$ cat config.mk
export PLATFORM = sky130hd
export DESIGN_NAME = pic_core
export DESIGN_NICKNAME = d
export VERILOG_FILES = /design/src/rtl/pic_pkg.sv /design/src/rtl/pic_prio_enc.sv /design/src/rtl/pic_req_capture.sv /design/src/rtl/pic_core.sv
export SDC_FILE = /design/constraint.sdc
export NUM_CORES = 1
export LEC_CHECK = 0
export ABC_CLOCK_PERIOD_IN_PS = 2400
export BUFFER_PORTS_ARGS = -buffer_cell sky130_fd_sc_hd__buf_4
export CAP_MARGIN = 10
export CORE_ASPECT_RATIO = 1.25
export CORE_MARGIN = 8
export CORE_UTILIZATION = 47
export DETAILED_ROUTE_END_ITERATION = 8
export PLACE_DENSITY = 0.74
export SLEW_MARGIN = 20
export SYNTH_ARGS = -nofsm -noshare
export SYNTH_HDL_FRONTEND = slang
export SYNTH_SLANG_ARGS = --single-unit
$ cat constraint.sdc
create_clock -name clk_i -period 2.4 [get_ports clk_i]
set_input_delay 0.6 -clock clk_i [delete_from_list [all_inputs] [get_ports clk_i]]
set_output_delay 0.6 -clock clk_i [all_outputs]
set_load 0.01 [all_outputs]
$ cat src/rtl/pic_pkg.sv
package pic_pkg;
  localparam int unsigned NLVL  = 8;
  localparam int unsigned LVL_W = $clog2(NLVL);
  localparam int unsigned SYNC  = 2;
endpackage

$ cat src/rtl/pic_prio_enc.sv
module pic_prio_enc #(
  parameter int unsigned N = pic_pkg::NLVL,
  localparam int unsigned W = $clog2(N)
) (
  input  logic [N-1:0] req_i,
  output logic         valid_o,
  output logic [W-1:0] idx_o
);
  // lowest index wins
  always_comb begin
    valid_o = |req_i;
    idx_o   = '0;
    for (int i = N - 1; i >= 0; i--) begin
      if (req_i[i]) idx_o = W'(i);
    end
  end
endmodule

$ cat src/rtl/pic_req_capture.sv
module pic_req_capture #(
  parameter int unsigned N    = pic_pkg::NLVL,
  parameter int unsigned SYNC = pic_pkg::SYNC
) (
  input  logic         clk_i,
  input  logic         rst_ni,
  input  logic [N-1:0] ir_i,
  input  logic         level_mode_i,
  input  logic [N-1:0] clr_i,
  output logic [N-1:0] irr_o
);
  logic [N-1:0] sync_q [SYNC];
  logic [N-1:0] prev_q, irr_q, irr_d, rise, line;

  assign line = sync_q[SYNC-1];
  assign rise = line & ~prev_q;

  always_ff @(posedge clk_i or negedge rst_ni) begin
    if (!rst_ni) begin
      for (int s = 0; s < SYNC; s++) sync_q[s] <= '0;
      prev_q <= '0;
    end else begin
      sync_q[0] <= ir_i;
      for (int s = 1; s < SYNC; s++) sync_q[s] <= sync_q[s-1];
      prev_q <= line;
    end
  end

  genvar g;
  generate
    for (g = 0; g < N; g++) begin : g_bit
      always_comb begin
        if (level_mode_i) irr_d[g] = line[g] & ~clr_i[g];
        else              irr_d[g] = (irr_q[g] | rise[g]) & line[g] & ~clr_i[g];
      end
    end
  endgenerate

  always_ff @(posedge clk_i or negedge rst_ni) begin
    if (!rst_ni) irr_q <= '0;
    else         irr_q <= irr_d;
  end

  assign irr_o = irr_q;

  // in edge mode a newly set request bit needs a detected rise
  a_r2_set_needs_rise: assert property (@(posedge clk_i) disable iff (!rst_ni)
    $past(!level_mode_i) |-> ((irr_q & ~$past(irr_q) & ~$past(rise)) == '0));
  // a request never survives its line going low
  a_r2_drop_clears: assert property (@(posedge clk_i) disable iff (!rst_ni)
    $past(!level_mode_i) |-> ((irr_q & ~$past(line)) == '0));
  // level mode follows the synchronized line when nothing is acknowledged
  a_r3_level_follows: assert property (@(posedge clk_i) disable iff (!rst_ni)
    ($past(level_mode_i) && ($past(clr_i) == '0)) |-> (irr_q == $past(line)));
endmodule

$ cat src/rtl/pic_core.sv
module pic_core #(
  parameter int unsigned N = pic_pkg::NLVL,
  localparam int unsigned W = $clog2(N)
) (
  input  logic         clk_i,
  input  logic         rst_ni,
  input  logic [N-1:0] ir_i,
  input  logic         level_mode_i,
  input  logic         auto_eoi_i,
  input  logic         mask_we_i,
  input  logic [N-1:0] mask_i,
  input  logic         ack_set_i,
  input  logic         ack_end_i,
  input  logic         eoi_i,
  output logic         int_o,
  output logic [W-1:0] ack_level_o,
  output logic [N-1:0] irr_o,
  output logic [N-1:0] isr_o,
  output logic [N-1:0] imr_o
);
  localparam logic [W-1:0] SPURIOUS = W'(N - 1);

  logic [N-1:0] irr_q, imr_q, isr_q, isr_d, pend, grant_vec, aeoi_clr, eoi_clr;
  logic         pend_valid, isr_valid, ack_real_q;
  logic [W-1:0] pend_idx, isr_idx, ack_lvl_q;

  assign pend      = irr_q & ~imr_q;
  assign grant_vec = (ack_set_i && pend_valid) ? (N'(1) << pend_idx) : '0;

  pic_req_capture #(.N(N)) u_cap (
    .clk_i       (clk_i),
    .rst_ni      (rst_ni),
    .ir_i        (ir_i),
    .level_mode_i(level_mode_i),
    .clr_i       (grant_vec),
    .irr_o       (irr_q)
  );

  pic_prio_enc #(.N(N)) u_pend_enc (
    .req_i  (pend),
    .valid_o(pend_valid),
    .idx_o  (pend_idx)
  );

  pic_prio_enc #(.N(N)) u_isr_enc (
    .req_i  (isr_q),
    .valid_o(isr_valid),
    .idx_o  (isr_idx)
  );

  always_ff @(posedge clk_i or negedge rst_ni) begin
    if (!rst_ni)        imr_q <= '0;
    else if (mask_we_i) imr_q <= mask_i;
  end

  assign aeoi_clr = (ack_end_i && auto_eoi_i && ack_real_q) ? (N'(1) << ack_lvl_q) : '0;
  assign eoi_clr  = (eoi_i && isr_valid) ? (N'(1) << isr_idx) : '0;
  assign isr_d    = (isr_q | grant_vec) & ~aeoi_clr & ~eoi_clr;

  always_ff @(posedge clk_i or negedge rst_ni) begin
    if (!rst_ni) begin
      isr_q      <= '0;
      ack_lvl_q  <= '0;
      ack_real_q <= 1'b0;
    end else begin
      isr_q <= isr_d;
      if (ack_set_i) begin
        ack_lvl_q  <= pend_valid ? pend_idx : SPURIOUS;
        ack_real_q <= pend_valid;
      end else if (ack_end_i) begin
        ack_real_q <= 1'b0;
      end
    end
  end

  // nested priority: only a strictly more urgent level interrupts
  assign int_o       = pend_valid && (!isr_valid || (pend_idx < isr_idx));
  assign ack_level_o = ack_lvl_q;
  assign irr_o       = irr_q;
  assign isr_o       = isr_q;
  assign imr_o       = imr_q;

  a_r6_ack_moves: assert property (@(posedge clk_i) disable iff (!rst_ni)
    (ack_set_i && pend_valid) |=> (isr_q[ack_level_o] && !irr_q[ack_level_o]));
  a_r7_spurious: assert property (@(posedge clk_i) disable iff (!rst_ni)
    (ack_set_i && !pend_valid && !eoi_i && !ack_end_i) |=>
      ((ack_level_o == SPURIOUS) && $stable(isr_q)));
  a_r9_eoi_one: assert property (@(posedge clk_i) disable iff (!rst_ni)
    (eoi_i && !ack_set_i && !ack_end_i && (isr_q != '0)) |=>
      ($countones(isr_q) == $countones($past(isr_q)) - 1));
  a_r5_top_blocks: assert property (@(posedge clk_i) disable iff (!rst_ni)
    isr_q[0] |-> !int_o);
  a_r4_masked_quiet: assert property (@(posedge clk_i) disable iff (!rst_ni)
    int_o |-> ((irr_q & ~imr_q) != '0));
endmodule

==> results.py, run 1 <==
metrics = {
    "pwr": {
        "p_per_area_nw_per_um2": 939.5,
        "power.net_switching_mw": 0.9527,
        "clkPwrFrac_pct": 22.5,
        "combPwrFrac_pct": 39.0,
        "swShare_pct": 33.57,
        "p_leak_nw": 1.469,
        "p_total_mw": 2.838,
        "sequentialPowerShare_pct": 38.6,
        "p_int_mw": 1.885,
        "ir_worst_vdd_mv": 0.8362,
    },
    "setup_path": {
        "path_class": "flop to output pin",
        "cp.arrival_ns": 2.20,
        "cp_slowest_stage_delay_ns": 0.40,
        "start_kind": "flop",
        "path_delay_family": "compound AO/OA/AOI/OAI gates",
        "rr_worst_depth": 8,
        "r2r_end": "isr_o[5]",
        "ff2ff_setup_slack_ns": 0.26,
        "r2r-start": "u_cap.irr_o[0]",
        "crit_fanout": 2,
        "slowest_stage": "dfrtp_1",
        "required_ns": 1.80,
        "path_buf_inv": 1,
        "cp-end-kind": "output pin",
        "path_cells": "nor2b_1, o21ai_1, a311oi_1, ha_1, o21a_1, o22ai_2, a31oi_1, nor2_1, buf_4",
    },
    "drt": {
        "wl_um": 5521,
        "avgViaCountPerCell": 5.244,
        "drt-initial-drc-count": 82,
        "ant_nets": 0,
        "drc": 0,
        "vias": 1762,
        "firstDrtPassIters": 4,
        "wire_per_inst_um": 16.43,
    },
    "timing": {
        "setup_slack_ns": -0.4027,
        "period_share_pct": 116.8,
        "setup_viol": 1,
        "skew_ns": 0.01119,
        "drv_slew": 0,
        "period_needed_ns": 2.803,
        "hold_slack_ns": 0.2943,
        "rsz0062_at_grt": "yes",
        "fmax_ghz": 0.3568,
        "tightest_slew_ns": 0.6426,
        "hold_violations": 0,
        "slew_headroom_pct": 57.16,
    },
    "synthesis": {
        "synth_area_per_cell_um2": 11.56,
        "netlist_instances": 187,
        "synth_top_cells_by_count": "52 x dfrtp_1, 22 x nor2_1, 15 x a21oi_1",
        "synth.most_common_cell": "dfrtp_1",
        "ys_seq_area_share_pct": 60.22,
        "yosysTopAreaCell": "dfrtp_1",
        "synth-edff-count": 0,
        "netlist_area_um2": 2161,
        "ys_ff_latch": 52,
        "synth_ff_type": "dfrtp_1",
        "syn-num-nets": 213,
        "ys_types": 42,
        "synthTopCellsByArea": "dfrtp_1 60%, mux2_2 4.2%, nor2_1 3.8%, a21oi_1 3.5%, nand2_1 2.3%",
        "ys_warn_count": 0,
        "synthArstFlopShare_pct": 100.0,
        "synth_top_cell_area_share_pct": 60.22,
    },
    "placed_design": {
        "dpl.hpwl_um": 4214,
        "pre_cts_ws_ns": -0.08960,
        "gp_congestion": 0.9002,
        "io_buffers": 51,
    },
    "grt": {
        "grt_pass1_wl_um": 9025,
        "antenna_found_initial": 0,
        "grt_overflow": 0,
        "grt_usage_pct": 16.04,
        "grt_max_degree": 53,
        "grt_pass1_vias": 1834,
    },
    "cells_and_area": {
        "fin_util_pct": 68.25,
        "layout.nets": 303,
        "area_delta_synth_final_pct": 39.78,
        "drive_gt1_share_pct": 44.24,
        "num_antenna_cells": 0,
        "fill_cells": 353,
    },
    "clock_tree": {
        "clock_latency_ns": 0.31,
        "htree_levels": 2,
        "clock_tree.buffer_depth": 2,
        "root_buffer": "clkbuf_8",
        "clkSinkCount": 52,
        "cts_tree": "done",
        "numCtsBuffers": 5,
        "cts_hold_buf": 0,
        "clk_pin_slew_ns": 0.10,
    },
    "floorplanning": {
        "io_pins": 52,
        "die_w_um": 76.65,
        "die_y_um": 91.81,
        "rows": 27,
        "floorplan.initialDensity_pct": 48.83,
        "coreArea_um2": 4425,
        "die-area_um2": 7037,
    },
    "flow_run": {
        "cap_violations": 0,
    },
    "min_path": {
        "hold_class": "primary input to async pin",
    },
    "outcome": {
        "status": "finished, violations left",
        "violations": "setup timing",
    },
}
==> routing by layer <==
metal	up-vias	part of all wire (%)	global-route usage, %
met4	0	3.0	7.395
met2	53	53	28.49
met1	858	39	17.17
met3	14	5.1	4.688
li1	837	-	-
met5	-	0	0
==> layout make-up <==
class                      count  area [um2]  area share, %
tap                           58       72.57          2.403
multi-input combinational    122       840.8          27.84
timing repair buffer          87       653.1          21.62
clock inverter                 3       50.05          1.657
inverter                       9       33.78          1.118
sequential                    52        1301          43.08
clock buffer                   5       68.82          2.278
==> stage by stage <==
| step | instance area, um2 | TNS (ns) | instances |
|---|---|---|---|
| after CTS | 2984 | -0.4311 | 334 |
| after floorplan | 2175 | 0 | 187 |
| after global placement | 2848 | -0.03612 | 324 |
| after global routing | 3020 | -0.5183 | 336 |
| final | 3020 | -0.4027 | 336 |
| after detailed placement | 2848 | -0.08960 | 324 |
==> registers in the layout (all words and copies together) (netlist names) <==
register	count
imr_o	8
isr_o	8
u_cap.irr_o	8
u_cap.line	8
u_cap.prev_q	8
u_cap.sync_q	8
ack_level_o	3
ack_real_q	1
==> power by group through the flow <==
| stage | logic [mW] | registers, mW | clock network [mW] |
|---|---|---|---|
| after floorplan | 0.441 | 1.18 | 0 |
| after global placement | 1.05 | 1.10 | 0 |
| after detailed placement | 1.07 | 1.10 | 0 |
| after CTS | 1.08 | 1.09 | 0.655 |
| after global routing | 1.21 | 1.11 | 0.689 |
| final | 1.11 | 1.09 | 0.638 |
==> cells by family after synthesis <==
logic type | after synthesis | share of synthesized area (%)
AOI/OAI and AO/OA | 41 | 13.20
adders and majority gates | 2 | 1.158
buffers and inverters | 13 | 2.605
DFF | 52 | 60.22
muxes | 8 | 4.169
and+or+nand+nor | 71 | 18.64
==> placed cells by master (no fill, tap or decap), drive strengths merged, types with 5 or more instances in the layout <==
cell type	instances
nor2b	7
o21ai	5
inv	11
and3	6
mux2	8
nor2	23
dfrtp	52
buf	87
clkbuf	5
nand2	13
a21oi	15
nand2b	5
==> worst reg2reg max path: cells and delay by family, from the launching register on <==
| kind | cells | cell delay, ns |
|---|---|---|
| buf+inv | 3 | 0.45 |
| flops | 1 | 0.40 |
| compound gates | 2 | 0.42 |
| simple gates | 3 | 0.77 |
==> worst max-delay path by stage <==
stage / start / end / slack [ns] / cells after the start
2_1_floorplan: u_cap.irr_o[0] / int_o / 0.001 / 9
3_3_place_gp: isr_o[6] / int_o / -0.04 / 9
3_5_place_dp: isr_o[5] / int_o / -0.09 / 8
4_1_cts: imr_o[2] / int_o / -0.43 / 9
5_1_grt: u_cap.irr_o[0] / int_o / -0.52 / 9
6_report: imr_o[6] / int_o / -0.40 / 9
==> repair_timing <==
action | 4_1_cts | 5_1_grt
buffers inserted | 2 | 2
pin swaps | 4 | 3
resized for setup | 1 | 4
setup endpoints to repair | 1 | 1
No activity file was read; power rests on OpenSTA's default activity.
==> run 2, diff against run 1 <==
Settings changed: CORE_UTILIZATION 47 to 49, CTS_BUF_LIST set to sky130_fd_sc_hd__clkbuf_4, PLACE_DENSITY 0.74 to 0.77, SETUP_SLACK_MARGIN set to 0.2.
==> run 2 against run 1 <==
The flow still finishes with violations (setup timing). Sequential cell count did not move. Fmax fell by 1.0%. Register-to-register slack improved by 0.09 ns. Die area is 3.3% lower. First-iteration DRC count grew 3.7%. Wire length shrank 5.7%. Final cell count shrank 0.60%. Clock power fell by 24%. Via count shrank 1.0%. Sequential power about the same. Design area decreased by 2.0%. Critical path type unchanged. Highest routed layer unchanged.
==> results.py, run 2 (synthesized netlist as in run 1, its figures left out) <==
metrics = {
    "timing": {
        "slew_headroom_pct": 58.51,
        "skew_ns": 0.01369,
        "tightest_slew_ns": 0.6223,
        "period_needed_ns": 2.832,
        "setup_slack_ns": -0.4320,
        "fmax_ghz": 0.3531,
        "setup_viol": 1,
        "period_share_pct": 118.0,
        "rsz0062_at_grt": "yes",
        "drv_slew": 0,
        "hold_violations": 0,
    },
    "cells_and_area": {
        "fill_cells": 355,
        "area_delta_synth_final_pct": 37.00,
        "layout_commonest_cell": "buf_4",
        "num_antenna_cells": 0,
        "drive_gt1_share_pct": 43.48,
        "stdcell_area_um2": 2960,
        "layout.nets": 301,
        "final_cell_mix": "85 x buf_4, 52 x dfrtp_1, 21 x nor2_1",
    },
    "setup_path": {
        "crit_fanout": 3,
        "cp-end-kind": "output pin",
        "required_ns": 1.80,
        "cp.arrival_ns": 2.23,
        "start_kind": "flop",
        "path_class": "flop to output pin",
    },
    "placed_design": {
        "io_buffers": 51,
        "gp_congestion": 0.9254,
        "dpl_cell_area_um2": 2848,
        "pre_cts_ws_ns": -0.05699,
        "dpl.hpwl_um": 4113,
    },
    "drt": {
        "ant_nets": 0,
        "drt-initial-drc-count": 85,
        "drc": 0,
        "avgViaCountPerCell": 5.222,
        "wl_um": 5208,
        "vias": 1744,
        "firstDrtPassIters": 4,
        "wire_per_inst_um": 15.59,
    },
    "clock_tree": {
        "numCtsBuffers": 5,
        "htree_levels": 2,
        "clkSinkCount": 52,
        "clock_tree.buffer_depth": 2,
        "cts_tree": "done",
        "clock_latency_ns": 0.36,
        "root_buffer": "clkbuf_4",
        "clk_pin_slew_ns": 0.14,
    },
    "pwr": {
        "p_total_mw": 2.655,
        "swShare_pct": 32.71,
        "power.net_switching_mw": 0.8684,
        "clkPwrFrac_pct": 18.2,
        "ir_worst_vdd_mv": 0.5364,
        "sequentialPowerShare_pct": 41.1,
        "p_per_area_nw_per_um2": 896.9,
        "p_int_mw": 1.787,
        "combPwrFrac_pct": 40.7,
        "p_leak_nw": 1.441,
    },
    "grt": {
        "grt_pass1_wl_um": 8652,
        "grt_usage_pct": 16.42,
        "grt_max_degree": 53,
        "antenna_found_initial": 0,
        "grt_pass1_vias": 1913,
        "grt_overflow": 0,
    },
    "floorplanning": {
        "rows": 27,
        "die-area_um2": 6804,
        "floorplan.initialDensity_pct": 49.97,
        "die_w_um": 75.40,
        "io_pins": 52,
        "coreArea_um2": 4324,
        "die_y_um": 90.25,
    },
    "min_path": {
        "hold_class": "primary input to async pin",
    },
    "flow_run": {
        "cap_violations": 0,
    },
    "outcome": {
        "violations": "setup timing",
        "status": "finished, violations left",
    },
}
-- run 2: cell count changes in the layout (fill, tap and decap cells not counted), sizes merged --
cell	change
clkinv	+1
inv	-2
clkbuf	+1
buf	-2
-- run 2: critical path, cell delays in order, from the launching register on --
cell and delay (ns):
dfrtp_1 0.40, and2b_4 0.21, nor4b_4 0.28, a21boi_2 0.20, ha_1 0.25, o21a_1 0.11, o22ai_1 0.10, a31oi_1 0.06
nor2_1 0.14, buf_4 0.14
-- run 2: metrics by stage --
step / instances / TNS [ns] / utilization [%] / hold WS (ns)
floorplan: 187 / 0 / - / 0.3044
global placement: 324 / -0.01049 / 65.86 / 0.3327
detailed placement: 324 / -0.05699 / 65.86 / 0.3347
CTS: 333 / -0.4501 / 68.11 / 0.2515
global route: 334 / -0.5728 / 68.46 / 0.2864
finish: 334 / -0.4320 / 68.46 / 0.2366
-- run 2: power groups by stage --
stage                     sequential, mW  combinational [mW]  clock [mW]
after global routing                1.11                1.19       0.531
after detailed placement            1.11                1.07           0
final                               1.09                1.08       0.484
after CTS                           1.09                1.08       0.499
after global placement              1.10                1.07           0
after floorplan                     1.18               0.440           0
-- run 2: final timing paths --
kind	startpoint	end	slack [ns]	depth (start not counted)
worst max-delay path	imr_o[2]	int_o	-0.43	9
worst min-delay path	rst_ni	u_cap.sync_q[12]	0.24	1
worst max register to register	imr_o[2]	isr_o[5]	0.35	7
worst min register to register	u_cap.sync_q[15]	u_cap.line[7]	0.36	0
max in group asynchronous	rst_ni	u_cap.irr_o[1]	1.74	1
min in group clk_i	ir_i[4]	u_cap.sync_q[12]	0.33	1
-- run 2: what timing repair did --
item                                   CTS  global route
setup endpoints to repair                1             2
gates resized for setup                  2             2
pin swaps                                5             6
endpoints found under the hold margin    0             0
cloned                                   0             0
setup buffers                            1             1
hold buffers                             0             0
-- run 2: final cells by class --
class	count	area [um2]	area share, %
well taps	58	72.57	2.451
flip-flops and latches	52	1301	43.96
clock buffers	6	45.04	1.522
multi-input cells	122	834.6	28.19
inverters	9	33.78	1.141
clock inverters	2	35.03	1.183
repair buffers	85	638.1	21.56
-- run 2: metal layers --
metal | GRT usage (%) | wire length, um
met1 | 18.53 | 2073
met2 | 27.08 | 2609
met3 | 4.556 | 327
met4 | 8.039 | 197
met5 | 0 | 0
